<file path="src/rtl/pirq_pkg.sv">
package pirq_pkg;
  localparam int unsigned CFG_W     = 8;
  localparam int unsigned DIS_BIT   = 7;
  localparam logic [CFG_W-1:0] CFG_RST = 8'h80;
endpackage

</file>
<file path="src/rtl/pirq_link_regs.sv">
module pirq_link_regs
  import pirq_pkg::*;
#(
  parameter int unsigned NUM_LINKS = 8,
  parameter int unsigned SEL_W     = 4,
  localparam int unsigned IDX_W    = $clog2(NUM_LINKS)
) (
  input  logic                       clk_i,
  input  logic                       rst_ni,
  input  logic [IDX_W-1:0]           reg_idx_i,
  input  logic                       reg_we_i,
  input  logic [CFG_W-1:0]           reg_wdata_i,
  output logic [CFG_W-1:0]           reg_rdata_o,
  output logic [NUM_LINKS-1:0]       dis_o,
  output logic [NUM_LINKS-1:0][SEL_W-1:0] sel_o
);
  localparam int unsigned PAD_W = CFG_W - 1 - SEL_W;

  logic [NUM_LINKS-1:0]            dis_q;
  logic [NUM_LINKS-1:0][SEL_W-1:0] sel_q;
  logic                            idx_ok;
  logic                            unused_wbits;

  assign idx_ok       = 32'(reg_idx_i) < NUM_LINKS;
  assign unused_wbits = ^reg_wdata_i[DIS_BIT-1:SEL_W];

  always_ff @(posedge clk_i or negedge rst_ni) begin
    if (!rst_ni) begin
      dis_q <= '1;
      sel_q <= '0;
    end else if (reg_we_i && idx_ok) begin
      dis_q[reg_idx_i] <= reg_wdata_i[DIS_BIT];
      sel_q[reg_idx_i] <= reg_wdata_i[SEL_W-1:0];
    end
  end

  always_comb begin
    reg_rdata_o = '0;
    if (idx_ok) reg_rdata_o = {dis_q[reg_idx_i], {PAD_W{1'b0}}, sel_q[reg_idx_i]};
  end

  assign dis_o = dis_q;
  assign sel_o = sel_q;

  AST_WR_KEEP: assert property (@(posedge clk_i) disable iff (!rst_ni)
    (reg_we_i && idx_ok) |=> ({dis_q[$past(reg_idx_i)], sel_q[$past(reg_idx_i)]} ==
                              {$past(reg_wdata_i[DIS_BIT]), $past(reg_wdata_i[SEL_W-1:0])}));
  AST_NO_WR_HOLD: assert property (@(posedge clk_i) disable iff (!rst_ni)
    !reg_we_i |=> ($stable(dis_q) && $stable(sel_q)));
endmodule

</file>
<file path="src/rtl/pirq_link_decode.sv">
module pirq_link_decode #(
  parameter int unsigned NUM_SRC     = 4,
  parameter int unsigned NUM_IRQ     = 16,
  parameter logic [NUM_IRQ-1:0] PERMIT = 16'hDEF8,
  localparam int unsigned SEL_W      = $clog2(NUM_IRQ)
) (
  input  logic               clk_i,
  input  logic               rst_ni,
  input  logic               dis_i,
  input  logic [SEL_W-1:0]   sel_i,
  input  logic [NUM_SRC-1:0] src_i,
  output logic [NUM_IRQ-1:0] line_o
);
  logic active, routable;

  // any sharing source keeps the link up
  assign active   = |src_i;
  // reserved numbers fold into the disabled case
  assign routable = !dis_i && PERMIT[sel_i];

  always_comb begin
    line_o = '0;
    if (active && routable) line_o[sel_i] = 1'b1;
  end

  AST_LINE_ONEHOT: assert property (@(posedge clk_i) disable iff (!rst_ni)
    $onehot0(line_o));
  AST_DIS_QUIET: assert property (@(posedge clk_i) disable iff (!rst_ni)
    dis_i |-> (line_o == '0));
  AST_IDLE_QUIET: assert property (@(posedge clk_i) disable iff (!rst_ni)
    (src_i == '0) |-> (line_o == '0));
endmodule

</file>
<file path="src/rtl/pirq_irq_merge.sv">
module pirq_irq_merge #(
  parameter int unsigned NUM_LINKS   = 8,
  parameter int unsigned NUM_IRQ     = 16,
  parameter logic [NUM_IRQ-1:0] PERMIT = 16'hDEF8
) (
  input  logic                              clk_i,
  input  logic                              rst_ni,
  input  logic [NUM_LINKS-1:0][NUM_IRQ-1:0] lines_i,
  output logic [NUM_IRQ-1:0]                irq_o
);
  logic [NUM_IRQ-1:0] irq_d, irq_q;

  always_comb begin
    irq_d = '0;
    for (int k = 0; k < NUM_LINKS; k++) irq_d |= lines_i[k];
  end

  // single register stage: an old/new line swap lands on one edge
  always_ff @(posedge clk_i or negedge rst_ni) begin
    if (!rst_ni) irq_q <= '0;
    else         irq_q <= irq_d;
  end

  assign irq_o = irq_q;

  AST_RSVD_LOW: assert property (@(posedge clk_i) disable iff (!rst_ni)
    (irq_q & ~PERMIT) == '0);

  for (genvar k = 0; k < NUM_LINKS; k++) begin : g_reach
    AST_LINK_REACHES: assert property (@(posedge clk_i) disable iff (!rst_ni)
      (|lines_i[k]) |=> ((irq_q & $past(lines_i[k])) == $past(lines_i[k])));
  end
endmodule

</file>
<file path="src/rtl/pirq_router.sv">
module pirq_router
  import pirq_pkg::*;
#(
  parameter int unsigned NUM_LINKS   = 8,
  parameter int unsigned NUM_SRC     = 4,
  parameter int unsigned NUM_IRQ     = 16,
  parameter logic [NUM_IRQ-1:0] PERMIT = 16'hDEF8,
  localparam int unsigned IDX_W      = $clog2(NUM_LINKS),
  localparam int unsigned SEL_W      = $clog2(NUM_IRQ),
  localparam int unsigned REQ_W      = NUM_LINKS * NUM_SRC
) (
  input  logic               clk_i,
  input  logic               rst_ni,
  input  logic [IDX_W-1:0]   reg_idx_i,
  input  logic               reg_we_i,
  input  logic [CFG_W-1:0]   reg_wdata_i,
  output logic [CFG_W-1:0]   reg_rdata_o,
  input  logic [REQ_W-1:0]   src_req_i,
  output logic [NUM_IRQ-1:0] irq_o
);
  logic [NUM_LINKS-1:0]              dis;
  logic [NUM_LINKS-1:0][SEL_W-1:0]   sel;
  logic [NUM_LINKS-1:0][NUM_IRQ-1:0] lines;

  pirq_link_regs #(.NUM_LINKS(NUM_LINKS), .SEL_W(SEL_W)) u_regs (
    .clk_i, .rst_ni, .reg_idx_i, .reg_we_i, .reg_wdata_i, .reg_rdata_o,
    .dis_o(dis), .sel_o(sel)
  );

  for (genvar k = 0; k < NUM_LINKS; k++) begin : g_link
    pirq_link_decode #(.NUM_SRC(NUM_SRC), .NUM_IRQ(NUM_IRQ), .PERMIT(PERMIT)) u_dec (
      .clk_i, .rst_ni,
      .dis_i (dis[k]),
      .sel_i (sel[k]),
      .src_i (src_req_i[k*NUM_SRC +: NUM_SRC]),
      .line_o(lines[k])
    );
  end

  pirq_irq_merge #(.NUM_LINKS(NUM_LINKS), .NUM_IRQ(NUM_IRQ), .PERMIT(PERMIT)) u_merge (
    .clk_i, .rst_ni, .lines_i(lines), .irq_o
  );

  AST_RESET_QUIET: assert property (@(posedge clk_i) disable iff (!rst_ni)
    $rose(rst_ni) |-> (irq_o == '0));
endmodule

</file>
<file path="config.mk">
export PLATFORM = sky130hd
export DESIGN_NAME = pirq_router
export DESIGN_NICKNAME = d
export VERILOG_FILES = /design/src/rtl/pirq_pkg.sv /design/src/rtl/pirq_link_regs.sv /design/src/rtl/pirq_link_decode.sv /design/src/rtl/pirq_irq_merge.sv /design/src/rtl/pirq_router.sv
export SDC_FILE = /design/constraint.sdc
export NUM_CORES = 1
export LEC_CHECK = 0
export ABC_AREA = 1
export BUFFER_PORTS_ARGS = -buffer_cell sky130_fd_sc_hd__buf_2
export CAP_MARGIN = 10
export CELL_PAD_IN_SITES_DETAIL_PLACEMENT = 1
export CELL_PAD_IN_SITES_GLOBAL_PLACEMENT = 2
export CORE_ASPECT_RATIO = 0.5
export CORE_MARGIN = 2
export CORE_UTILIZATION = 31
export CTS_BUF_LIST = sky130_fd_sc_hd__clkbuf_8
export DETAILED_ROUTE_END_ITERATION = 10
export GPL_ROUTABILITY_DRIVEN = 0
export PLACE_DENSITY_LB_ADDON = 0.12
export SLEW_MARGIN = 0
export SYNTH_ARGS = -nofsm -noshare
export SYNTH_HDL_FRONTEND = slang
export SYNTH_SLANG_ARGS = --single-unit
</file>
<file path="constraint.sdc">
create_clock -name clk_i -period 1.45 [get_ports clk_i]
set_input_delay 0 -clock clk_i [delete_from_list [all_inputs] [get_ports clk_i]]
set_output_delay 0 -clock clk_i [all_outputs]
set_load 0.005 [all_outputs]
</file>
# == Word level (Yosys, flattened, before mapping) ==
# Memories as Yosys holds them, arrays and structs flattened.
# Index checks and enable logic that the tools add are counted.
# word_totals
ff_bits,56
latchBits,0
ram_bits,0
romBits,128
inputBits,46
out_inout_bits,24
word_cells,126
memories,8
# op_classes
n_addsub,0
mul,0
div,0
magnitude_cmp,18
n_eq_ne,0
shifts,0
mux,42
bitwise_logic,7
reduce_logical,41
# mem_list
name,depth,width,read_ports,rd_clocked_by_memory_dff,write_ports,line_no,rtl
(name not given),16,1,1,0,0,pirq_link_decode.sv:19,assign routable = !dis_i && PERMIT[sel_i];
(name not given),16,1,1,0,0,pirq_link_decode.sv:19,
(name not given),16,1,1,0,0,pirq_link_decode.sv:19,
(name not given),16,1,1,0,0,pirq_link_decode.sv:19,
(name not given),16,1,1,0,0,pirq_link_decode.sv:19,
(name not given),16,1,1,0,0,pirq_link_decode.sv:19,
+2 memories,-,-,-,-,-,-,
# ops
operator,count
two-way mux 16 bit,8
OR 16 bit,7
less-than comparator 4 x 5 -> 1 bit (second input constant),8
bitwise mux 32 bit,1
demux 1 bit (select 4 bit),8
greater-or-equal comparator 4 x 1 -> 1 bit (second input constant),8
OR reduction 4 bit,8
logical AND 1 bit,25
two-way mux 1 bit,18
binary-select mux 4 bit (select 3 bit),1
demux 4 bit (select 3 bit),1
bitwise mux 8 bit,1
logical NOT 1 bit,8
two-way mux 4 bit,2
less-than comparator 3 x 4 -> 1 bit (second input constant),1
binary-select mux 1 bit (select 3 bit),1
demux 1 bit (select 3 bit),1
greater-or-equal comparator 3 x 1 -> 1 bit (second input constant),1

# == Longest topological paths before layout ==
# logic_depth
word_depth,12
depth_mapped,9
ltp_nobuf,8

# == Modules after synthesis ==
# A second synthesis with hierarchy kept.
# hier_totals
cells_unflattened,939
area_unflattened_um2,5403.9
# modules_own_cells
mod,n_inst,cells_each,area_per_inst_um2,seq_area_each_um2
pirq_link_decode,8,52,266.5,0.0
pirq_link_regs,1,267,1970.6,1011.0
pirq_irq_merge,1,256,1301.2,400.4

# == Worst setup path before layout ==
# OpenSTA, ideal clock, no wires.
# synth_timing
kind,register to register
startpoint,reg u_regs.sel_q (netlist bit u_regs.sel_o[2])
endpoint,"reg u_merge.irq_q[10], in the netlist u_merge.irq_o[10]"
setup_ns,0.119
arrival_ns,1.068
required_time_ns,1.331
slack_ns,0.263
path_stages_with_launch,10
n_path_buf,1
period_less_slack_ns,1.187
path_cell_list,dfrtp_1 inv_1 nand2_1 nor2_1 nor2_2 buf_6 nand4_1 nand2_1 nor2_1 nand2_1
# synth_between
elab_chain_len,12
word_cells_on_any_way,17
cone_classes,2 x order compare; 4 x mux; 7 x bitwise; 3 x reduce/logical; 1 x memory
# synth_lines
item,line_no,rtl
"start, declared",pirq_link_regs.sv:20,logic [NUM_LINKS-1:0][SEL_W-1:0] sel_q;
"start signal, assigned by index",pirq_link_regs.sv:33,sel_q[reg_idx_i] <= reg_wdata_i[SEL_W-1:0];
"less-than comparator 4 x 5 -> 1 bit (not written as such), or another cell as far along",pirq_link_decode.sv:23,if (active && routable) line_o[sel_i] = 1'b1;
logical AND 1 bit (not written as such) / two-way mux 1 bit (equally long branches),"pirq_link_decode.sv:23, pirq_link_decode.sv:19",
two-way mux 1 bit (not written as such) / logical AND 1 bit (equally long branches),"pirq_link_decode.sv:23, pirq_link_decode.sv:19",
demux 1 bit (select 4 bit) / logical AND 1 bit (equally long branches),-,
two-way mux 16 bit *,pirq_link_decode.sv:23,
OR 16 bit * (7 in a row),pirq_irq_merge.sv:15,for (int k = 0; k < NUM_LINKS; k++) irq_d |= lines_i[k];
via u_merge.irq_d[10],pirq_irq_merge.sv:11,"logic [NUM_IRQ-1:0] irq_d, irq_q;"
"end signal, assigned",pirq_irq_merge.sv:21,else irq_q <= irq_d;
"end, declared",pirq_irq_merge.sv:11,
# The timed path passes the listed nets; every way through them passes the cells marked *. The select of a mux whose other input is x is not followed.
# A chain may end at the register's enable or synchronous reset.

# == Final worst setup path ==
# layout_timing
startpoint,reg u_regs.sel_q (netlist bit u_regs.sel_o[9])
endpoint,out reg_rdata_o[1]
# layout_between
elab_chain_len,2
# layout_lines
item,line_no,rtl
binary-select mux 4 bit (select 3 bit),pirq_link_regs.sv:39,"if (idx_ok) reg_rdata_o = {dis_q[reg_idx_i], {PAD_W{1'b0}}, sel_q[reg_idx_i]};"
two-way mux 4 bit (not written as such),pirq_link_regs.sv:39,
"end, declared",pirq_router.sv:17,"output logic [CFG_W-1:0] reg_rdata_o,"
# No other way between the ends. The select of a mux whose other input is x is not followed.

==> out/metrics.yaml <==
status: "finished, violations left"
failed_checks: "setup timing"
grt_pass1_vias: 4839
critical_path.max_fanout: 5
fin_crit_sh_pct: 110
maxCapViolCount: 0
cp.arrival_ns: 1.60
start_util_pct: 31.4
synth.distinct_cells: 26
vias_per_cell: 5.09
synth_warnings: 0
cts_tree: "built"
synth_seq_cells: 56
hold_class: "input port to flip-flop"
grtUsageTotal_pct: 22.8
power_frac_seq_pct: 36.3
utilization_pct: 43.1
timing.reg2reg.setup_slack_ns: -0.02
drc: 0
crit_path_start_kind: "flip-flop"
final_common_cell: "nand2_1"
core_mm2: 0.0134
dp_hpwl_mm: 12.7
required_ns: 1.45
syn2layout_area_growth_pct: 37.4
grt_max_degree: 28
slowest_stage: "dfrtp_2"
fin_nets: 848
finalSetupViolCount: 8
startpoint: "u_regs.sel_o[9]"
drt_iter0_markers: 228
vdd_drop_max_uv: 462
setup_ws_ns: -0.149
yosysTopAreaCell: "dfrtp_1"
worstPathCellList: "buf_6, o211ai_1, o2111ai_2, buf_2"
p_leak_nw: 2.80
die_x_um: 169
n_antenna_cell: 0
io_buffers: 63
avgSynthCellArea_um2: 6.42
cts.clk_slew.worst_paths_ns: 0.11
nFillCells: 1771
clockBufferDepth: 2
r2r_end: "u_merge.irq_o[15]"
clock-root-buffer: "clkbuf_8"
ioPinCount: 70
yosys-top-cells-area: "dfrtp_1 (29%), nand2_1 (16%), nand4_1 (13%), nor2_1 (13%), dfstp_2 (5.0%)"
tightest_slew_ns: 0.583
rsz0062_at_grt: "true"
htreeDepth: 2
overflow: 0
cellPowerDensity_mw_per_mm2: 1090
drt-total-wl_mm: 16.8
synth_top_area_share_pct: 28.6
critPathKind: "flip-flop to output port"
comb_power_share_pct: 48.5
async_reset_ff_share_pct: 100
hold_viol: 0
mostFrequentLayoutCells: "nand2_1 (169), nor2_1 (117), nand4_1 (87)"
crit_path_end: "reg_rdata_o[1]"
final.setup.tns_ns: -0.432
rows: 30
synth_seq_area_share_pct: 33.6
period_needed_ns: 1.60
antenna_found_initial: 0
die_area_mm2: 0.0146
clock_power_share_pct: 15.2
cts_inserted_buffers: 5
slew_headroom_pct: 61.1
drive_above_1_share_pct: 34.7
rr_startpoint: "u_regs.sel_o[5]"
syn_inst: 655
synth-main-ff-cell: "dfrtp_1"
end_kind: "output port"
reg2regPathDepth: 8
sw_frac_of_total_pct: 43.0
clk-insertion-delay-late_ns: 0.34
syn_area_mm2: 0.00420
p_int_mw: 3.59
timing.fmax_ghz: 0.625
dr_total_vias: 4985
skew_ns: 0.0160
first_pass_iters: 4
synth_edf_count: 0
routedWlPerCell_um: 17.2
ant_nets: 0
die_y_um: 86.3
cpPeakStageDelay_ns: 0.47
power_mw: 6.29
finalMaxSlewViolations: 0
cts.sinks: 56
grt_pass1_wl_mm: 25.8
p_switching_mw: 2.71
-- layer usage --
| layer | wire length (um) | GRT usage [%] |
|---|---|---|
| met2 | 7690 | 38.3 |
| met4 | 256 | 4.47 |
| met1 | 8490 | 32.3 |
| met5 | 0 | 0 |
| met3 | 415 | 2.47 |
-- cells by family after synthesis --
kind of cell,count (synthesis),synth area share [%]
other,1,0.0892
AOI/OAI and AO/OA,79,11.2
buffers and inverters,79,9.26
DFF,56,33.6
and+or+nand+nor,440,45.9
-- synthesized netlist by cell type (all sizes together), types with 2 or more instances --
cell type	number
a21oi	12
buf	28
clkbuf	4
dfrtp	48
dfstp	8
inv	47
nand2	191
nand3	7
nand4	88
nor2	149
nor3	5
o2111ai	5
o211ai	9
o21a	2
o21ai	51
-- sequential cells by signal, indices dropped and copies added (netlist names) --
signal         flops
u_regs.sel_o      32
u_merge.irq_o     16
u_regs.dis_o       8
-- worst max-delay path, delay by kind of cell, from the launching register on --
| kind | cells | cell delay (ns) |
|---|---|---|
| flip-flops | 1 | 0.47 |
| AO/OA/AOI/OAI | 2 | 0.49 |
| buffers and inverters | 2 | 0.30 |
-- stage by stage --
| stage | worst slack, ns | hold slack [ns] | std cells | cell area [um2] |
|---|---|---|---|---|
| floorplan | 0.263 | -0.296 | 662 | 4230 |
| global placement | -0.0820 | -0.0133 | 941 | 5110 |
| detailed placement | -0.109 | -0.0111 | 941 | 5110 |
| CTS | -0.132 | 0.104 | 958 | 5400 |
| global route | -0.195 | 0.169 | 979 | 5780 |
| finish | -0.149 | 0.109 | 979 | 5780 |
-- repair_timing --
item / CTS / global route
endpoints found under the setup margin: 15 / 16
endpoints found under the hold margin: 42 / 0
buffers inserted: 3 / 16
gates cloned: 0 / 7
hold buffers: 6 / 0
gates resized for setup: 36 / 70
pin swaps: 9 / 30
-- worst min-delay path by stage --
stage / from / depth (start not counted) / to
after CTS: reg_we_i / 5 / u_regs.dis_o[7]
after global placement: rst_ni / 1 / u_merge.irq_o[13]
after detailed placement: rst_ni / 1 / u_merge.irq_o[13]
final: reg_we_i / 5 / u_regs.dis_o[7]
after global routing: reg_we_i / 5 / u_regs.dis_o[7]
after floorplan: rst_ni / 0 / u_merge.irq_o[0]
-- final cells by class --
class	count	area, um2	share of cell area, %
Clock buffer	6	82.6	1.43
Clock inverter	2	12.5	0.217
Timing Repair Buffer	160	1120	19.5
Sequential cell	56	1430	24.8
Inverter	47	176	3.05
Tap cell	176	220	3.81
Multi-Input combinational cell	532	2730	47.2
-- power by group through the flow --
stage               clock [mW]  sequential (mW)  combinational (mW)
floorplan                    0             2.19                1.43
global placement             0             2.26                2.43
detailed placement           0             2.27                2.48
CTS                      0.977             2.27                2.61
global route              1.03             2.33                3.37
finish                   0.959             2.28                3.05
Note: power is estimated with default switching activity, not from simulation.
